File: src/rtl/gpio_bank_ctrl.sv
`timescale 1ns/1ps
module gpio_bank_ctrl #(
  parameter int NPINS = 76,
  parameter int AW = 8,
  parameter logic [95:0] IN_ONLY  = (96'd1 << 5) | (96'd1 << 40) | (96'd1 << 70),
  parameter logic [95:0] OUT_ONLY = (96'd1 << 6) | (96'd1 << 33) | (96'd1 << 71),
  parameter logic [95:0] USE_ZERO = (96'd1 << 16) | (96'd1 << 17) | (96'd1 << 20) | (96'd1 << 48)
) (
  input  logic             clk,
  input  logic             rst_n,
  input  logic             cfg_wr,
  input  logic [31:0]      cfg_wdata,
  output logic [31:0]      cfg_rdata,
  input  logic [AW-1:0]    reg_addr,
  input  logic             reg_wr,
  input  logic [31:0]      reg_wdata,
  output logic [31:0]      reg_rdata,
  input  logic [NPINS-1:0] pin_in,
  output logic [NPINS-1:0] pin_out,
  output logic [NPINS-1:0] pin_oe
);
  localparam int NB  = (NPINS + 31) / 32;
  localparam int WIN = (NPINS > 64) ? 128 : 64;
  localparam logic [95:0] VALID = (96'd1 << NPINS) - 96'd1;
  localparam logic [7:0] USE_OFS [3] = '{8'h00, 8'h30, 8'h40};
  localparam logic [7:0] DIR_OFS [3] = '{8'h04, 8'h34, 8'h44};
  localparam logic [7:0] LVL_OFS [3] = '{8'h0C, 8'h38, 8'h48};

  logic        en_q;
  logic [95:0] use_q, dir_q, lvl_q, s1_q, s2_q;
  logic [95:0] dir_eff, use_rd, dir_rd, lvl_rd;
  logic        acc;
  logic [31:0] word_addr;

  assign word_addr = 32'({reg_addr[AW-1:2], 2'b00});
  assign acc       = en_q && (32'(reg_addr) < WIN);
  assign dir_eff   = (dir_q | IN_ONLY) & ~OUT_ONLY;
  assign use_rd    = use_q & ~USE_ZERO & VALID;
  assign dir_rd    = dir_eff & VALID;
  assign lvl_rd    = ((dir_eff & s2_q) | (~dir_eff & lvl_q)) & VALID;
  assign cfg_rdata = {27'd0, en_q, 4'd0};
  assign pin_out   = lvl_q[NPINS-1:0];
  assign pin_oe    = en_q ? ~dir_eff[NPINS-1:0] : '0;

  always_comb begin
    reg_rdata = '0;
    if (acc)
      for (int b = 0; b < NB; b++) begin
        if (word_addr == 32'(USE_OFS[b])) reg_rdata = use_rd[b*32 +: 32];
        if (word_addr == 32'(DIR_OFS[b])) reg_rdata = dir_rd[b*32 +: 32];
        if (word_addr == 32'(LVL_OFS[b])) reg_rdata = lvl_rd[b*32 +: 32];
      end
  end

  always_ff @(posedge clk or negedge rst_n) begin
    if (!rst_n) begin
      en_q  <= 1'b0;
      use_q <= '0;
      dir_q <= '1;
      lvl_q <= '0;
      s1_q  <= '0;
      s2_q  <= '0;
    end else begin
      s1_q <= 96'(pin_in);
      s2_q <= s1_q;
      if (cfg_wr) en_q <= cfg_wdata[4];
      if (reg_wr && acc)
        for (int b = 0; b < NB; b++) begin
          if (word_addr == 32'(USE_OFS[b])) use_q[b*32 +: 32] <= reg_wdata;
          if (word_addr == 32'(DIR_OFS[b])) dir_q[b*32 +: 32] <= reg_wdata;
          if (word_addr == 32'(LVL_OFS[b])) lvl_q[b*32 +: 32] <= reg_wdata;
        end
    end
  end

  logic [95:0] oe_w, out_w;
  assign oe_w  = 96'(pin_oe);
  assign out_w = 96'(pin_out);

  p_oe_off_disabled_r8: assert property (@(posedge clk) disable iff (!rst_n)
    !en_q |-> oe_w == '0);
  p_rd_zero_disabled_r8: assert property (@(posedge clk) disable iff (!rst_n)
    !en_q |-> reg_rdata == '0);
  p_in_only_undriven_r3: assert property (@(posedge clk) disable iff (!rst_n)
    (oe_w & IN_ONLY) == '0);
  p_out_only_driven_r3: assert property (@(posedge clk) disable iff (!rst_n)
    en_q |-> (oe_w & OUT_ONLY & VALID) == (OUT_ONLY & VALID));
  p_beyond_window_r7: assert property (@(posedge clk) disable iff (!rst_n)
    (32'(reg_addr) >= WIN) |-> reg_rdata == '0);
  p_latch_follows_write_r5: assert property (@(posedge clk) disable iff (!rst_n)
    (reg_wr && acc && word_addr == 32'(LVL_OFS[0])) |=>
      out_w[31:0] == ($past(reg_wdata) & VALID[31:0]));
endmodule

File: config.mk
export PLATFORM = sky130hd
export DESIGN_NAME = gpio_bank_ctrl
export DESIGN_NICKNAME = d
export VERILOG_FILES = /design/src/rtl/gpio_bank_ctrl.sv
export SDC_FILE = /design/constraint.sdc
export NUM_CORES = 1
export LEC_CHECK = 0
export CORE_ASPECT_RATIO = 1.2
export CORE_MARGIN = 5
export CORE_UTILIZATION = 50
export DETAILED_ROUTE_END_ITERATION = 10
export PLACE_DENSITY = 0.8
export SKIP_CTS_REPAIR_TIMING = 1
export SLEW_MARGIN = 20
export SYNTH_ARGS = -nofsm -noshare
export SYNTH_HDL_FRONTEND = slang
export SYNTH_SLANG_ARGS = --single-unit
File: constraint.sdc
create_clock -name clk -period 2.25 [get_ports clk]
set_input_delay 0.225 -clock clk [delete_from_list [all_inputs] [get_ports clk]]
set_output_delay 0.225 -clock clk [all_outputs]
set_load 0.005 [all_outputs]
* Yosys cells after proc, flatten, opt, wreduce, memory -nomap -nowiden
Index checks and enable logic that the tools add are counted.
** Word-level totals
- Register bits :: 381
- Input bits :: 152
- Output and inout port bits :: 216
- Word-level logic and storage cells :: 49
** Operators by class
- Order comparisons :: 1
- Eq/ne operators :: 8
- Mux-type cells :: 11
- Bitwise operators :: 5
- Reductions and logical operators :: 12
** Operators by type and width (number)
- $mux 32 :: 10
- $and 76x76->76 :: 2
- $not 76->76 :: 2
- $mux 76 :: 1
- $or 76x76->76 :: 1
- $logic_not 32->1 :: 1
- $eq 6x4->1 const B :: 3
- $eq 6x5->1 const B :: 3
- $reduce_and 2->1 :: 9
- $lt 8x8->1 const B :: 1
- $eq 6x1->1 const B :: 1
- $eq 6x2->1 const B :: 1
- $logic_and 1x1->1 :: 2

* Longest topological paths before layout
- Depth after elaboration :: 11
- Depth in mapped cells :: 8
- Gate-level depth less buffers :: 5

* Least setup slack after synthesis
OpenSTA, ideal clock, no wires.
- Path type :: register -> register
- Start point :: reg en_q
- End point :: reg use_q[65]
- Library setup time :: 125 ps
- Arrival :: 1916 ps
- Required time :: 2125 ps
- Path slack :: 209 ps
- Stages on the path, launching flop included :: 7
- Buffers on the path :: 2
- Period minus slack after synthesis :: 2041 ps
- Path through :: dfrtp_1 > buf_2 > nor2b_1 > nand2_2 > or3_4 > buf_6 > mux2_4
** On the way
- Word-level cells in the longest chain between the ends :: 3
** Ends and longest elaborated chain
- start, declared :: RTL line 29 : logic en_q;
- start signal, assigned :: RTL line 66 : if (cfg_wr) en_q <= cfg_wdata[4];
- $logic_and 1x1->1 :: RTL line 36 : assign acc = en_q && (32'(reg_addr) < WIN);
- $logic_and 1x1->1 :: RTL line 67 : if (reg_wr && acc)
- $reduce_and 2->1 (no line)
- end signal, assigned by index :: RTL line 69 : if (word_addr == 32'(USE_OFS[b])) use_q[b*32 +: 32] <= reg_wdata;
- end, declared :: RTL line 30 : logic [95:0] use_q, dir_q, lvl_q, s1_q, s2_q;
Every way passes these cells.
A chain may end at the register's enable or synchronous reset.

* Final worst setup path
- Start point :: in reg_addr[7]
- End point :: out reg_rdata[18]
** On the way
- Word-level cells in the longest chain between the ends :: 11
- Elaborated cells between the ends (all ways) :: 21
- Those cells by class :: 1 x order compare; 8 x eq/ne; 10 x mux; 2 x reduce/logical
** Ends and longest elaborated chain
- start, declared :: RTL line 14 : input logic [AW-1:0] reg_addr,
- $logic_not 32->1 :: RTL line 49 : if (word_addr == 32'(USE_OFS[b])) reg_rdata = use_rd[b*32 +: 32];
- $mux 32 :: RTL line 49
- $mux 32 :: RTL line 50 : if (word_addr == 32'(DIR_OFS[b])) reg_rdata = dir_rd[b*32 +: 32];
- $mux 32 :: RTL line 51 : if (word_addr == 32'(LVL_OFS[b])) reg_rdata = lvl_rd[b*32 +: 32];
- $mux 32 :: RTL line 49
- $mux 32 :: RTL line 50
- $mux 32 :: RTL line 51
- $mux 32 :: RTL line 49
- $mux 32 :: RTL line 50
- $mux 32 :: RTL line 51
- $mux 32 (*) :: RTL line 47 : if (acc)
- end, declared :: RTL line 17 : output logic [31:0] reg_rdata,
Mark *: on every way between the ends. The rest lies on a longest branch, timed or not.

==> flow_metrics.py <==
metrics = {
    "power_and_ir_drop": {
        "powerDensity_nw_per_um2": 707,
        "power.leakage_nw": 9.91,
        "ir_drop_uv": 549,
    },
    "timing": {
        "slew_viol_final": 0,
        "rsz0062_at_grt": "yes",
        "tightest_slew_ps": 512,
        "fin_skew_ps": 21.1,
        "min_period_ps": 2480,
        "hold_violations": 0,
        "setup-violations-final": 10,
        "period_share_pct": 110,
        "slew_headroom_pct": 65.9,
        "holdWs_ps": 141,
        "max_freq_mhz": 403,
        "setup_ws_ps": -233,
        "tns_ps": -867,
    },
    "floorplanning": {
        "die-area_um2": 34800,
        "rows": 70,
        "die_x_um": 171,
        "start_util_pct": 50.9,
        "core-area_um2": 30600,
        "die_h_um": 203,
        "ios": 368,
    },
    "worst_setup_path": {
        "crit_path_max_fanout": 5,
        "critPathRequiredTime_ps": 2030,
        "rr_worst_depth": 7,
        "startpoint_type": "input port",
        "cp.arrival_ps": 2260,
        "reg2reg_setup_slack_ps": 290,
        "reg2reg_from": "en_q$_DFFE_PN0P_",
        "worstSetupPathType": "input port to output port",
        "cp-end-kind": "output port",
        "timing.rr.end": "lvl_q[26]$_DFFE_PN0P_",
    },
    "synthesis": {
        "yosysWarningCount": 0,
        "synth.top_cell.area_share_pct": 47.4,
        "netlist_instances": 1218,
        "ys_types": 61,
        "async_flop_share_pct": 100,
        "ys_seq_elements": 365,
        "synthFlopType": "dfrtp_1",
        "avgSynthCellArea_um2": 12.8,
        "yosys.cell_count.top_type": "dfrtp_1",
        "synth_area_leaders": "dfrtp_1 47%, mux2_2 14%, dfstp_2 12%",
        "synth_edf_count": 0,
        "synth_area_leader_cell": "dfrtp_1",
        "synth_area_um2": 15600,
        "synth_common_cells": "295 x dfrtp_1, 187 x mux2_2, 85 x a21oi_1",
        "yosysSeqAreaShare_pct": 59.3,
    },
    "routing": {
        "drc": 0,
        "initialDrtViolationCount": 1077,
        "routed_wirelength_um": 50000,
        "vias": 11911,
        "viasPerCell": 5.78,
        "drtAntennaViolNets": 0,
        "wl_per_cell_um": 24.3,
        "dr.pass1.iters": 5,
    },
    "flow_run": {
        "drv_cap": 0,
    },
    "global_routing": {
        "grt_pass1_wl_um": 71600,
        "antenna_found_initial": 6,
        "grt_max_degree": 81,
        "grt_pass1_vias": 12248,
        "grt.total_usage_pct": 26.7,
        "overflow": 0,
    },
    "clocking": {
        "root_buffer": "clkbuf_16",
        "htreeDepth": 2,
        "cts_max_path_buffers": 3,
        "clock_sinks": 365,
        "path_clk_slew_ps": 60,
        "cts_made_buffers": 37,
        "cts_tree": "yes",
        "clk_latency_ps": 520,
    },
    "status": {
        "violations": "negative setup slack",
        "status": "finished with violations",
    },
    "hold_path": {
        "min_to": "s1_q[36]$_DFF_PN0_",
        "holdPathStages": 1,
        "min_path_type": "input port to register",
        "worstHoldStart": "pin_in[36]",
    },
    "finish": {
        "nets": 1788,
        "stdcell_count": 2061,
        "fin_util_pct": 70.9,
        "drive_gt1_share_pct": 35.3,
        "syn_to_final_growth_pct": 39.3,
    },
    "placed_design": {
        "placedCellCount": 1949,
        "gp_congestion": 0.936,
        "place_ws_ps": -863,
        "dp_hpwl_um": 33000,
        "io_buffers": 297,
    },
}
sequential cells by signal, summed over array words and instances (netlist names):
| register | cells |
|---|---|
| s1_q | 73 |
| use_q | 72 |
| lvl_q | 76 |
| en_q | 1 |
| dir_q | 70 |
| s2_q | 73 |
kinds of logic (layout without fill, tap and decap cells):
group / count (synthesis) / after routing / synth area share [%]
flip-flops: 365 / 365 / 59.3
AO/OA/AOI/OAI: 268 / 268 / 10.8
multiplexers: 238 / 238 / 17.3
AND/OR/NAND/NOR: 214 / 214 / 7.90
buffers and inverters: 131 / 542 / 4.68
other: 1 / 37 / 0.0241
XOR/XNOR: 1 / 1 / 0.0563
through the flow:
| step | power (mW) | cell area [um^2] |
|---|---|---|
| 6_report | 15.3 | 21700 |
| 5_1_grt | 15.9 | 21700 |
| 4_1_cts | 15.3 | 20900 |
| 3_5_place_dp | 9.06 | 19700 |
| 3_3_place_gp | 9.02 | 19700 |
| 2_1_floorplan | 7.93 | 15700 |
where the power goes:
| part | leakage (nW) | total, mW | internal, mW | switching, mW |
|---|---|---|---|---|
| sequential | 4.48 | 7.20 | 6.96 | 0.239 |
| clock | 0.622 | 6.26 | 3.77 | 2.49 |
| combinational | 4.80 | 1.87 | 1.02 | 0.851 |
| total | 9.91 | 15.3 | 11.8 | 3.58 |
worst max-delay path by stage:
stage / startpoint / to / slack (ps) / cells past startpoint
6_report: reg_addr[7] / reg_rdata[18] / -230 / 12
5_1_grt: reg_addr[7] / reg_rdata[18] / -260 / 12
4_1_cts: reg_addr[5] / reg_rdata[18] / -880 / 8
3_5_place_dp: reg_addr[5] / reg_rdata[18] / -860 / 8
3_3_place_gp: reg_addr[7] / reg_rdata[18] / -830 / 8
2_1_floorplan: en_q$_DFFE_PN0P_ / use_q[65]$_DFFE_PN0P_ / 210 / 6
critical path, cell delays in order:
cell	delay, ps
buf_8	100
or4_4	590
buf_6	150
nor2_4	200
clkbuf_16	200
buf_12	100
buf_6	100
buf_6	90
a21oi_2	30
a21o_1	160
a21oi_2	170
buf_2	140
metal layers:
| metal | global-route usage (%) | wire length, um |
|---|---|---|
| met2 | 44.8 | 24900 |
| met4 | 10.4 | 2090 |
| met5 | 0 | 71 |
| met3 | 5.39 | 4070 |
| met1 | 34.2 | 18800 |
placed cells by master, fill, tap and decap left out, drive strengths merged, types with 25 or more instances in the layout:
cell type | synthesis | final
clkbuf | 39 | 65
a21oi | 85 | 85
nor2b | 74 | 74
dfrtp | 295 | 295
nand2 | 57 | 57
conb | 1 | 34
clkdlybuf4s50 | 0 | 258
buf | 77 | 175
mux2i | 25 | 25
o21ai | 64 | 64
mux2 | 213 | 213
dfstp | 70 | 70
final cells by class:
| type | instances | area, um^2 |
|---|---|---|
| clock inverters | 14 | 170 |
| clock buffers | 51 | 1070 |
| inverters | 15 | 56.3 |
| multi-input cells | 755 | 6020 |
| flip-flops and latches | 365 | 9220 |
| diodes | 3 | 7.51 |
| well taps | 396 | 495 |
| repair buffers | 462 | 4640 |
| fillers | 2132 | 8880 |
Note: power is estimated with default switching activity, not from simulation.
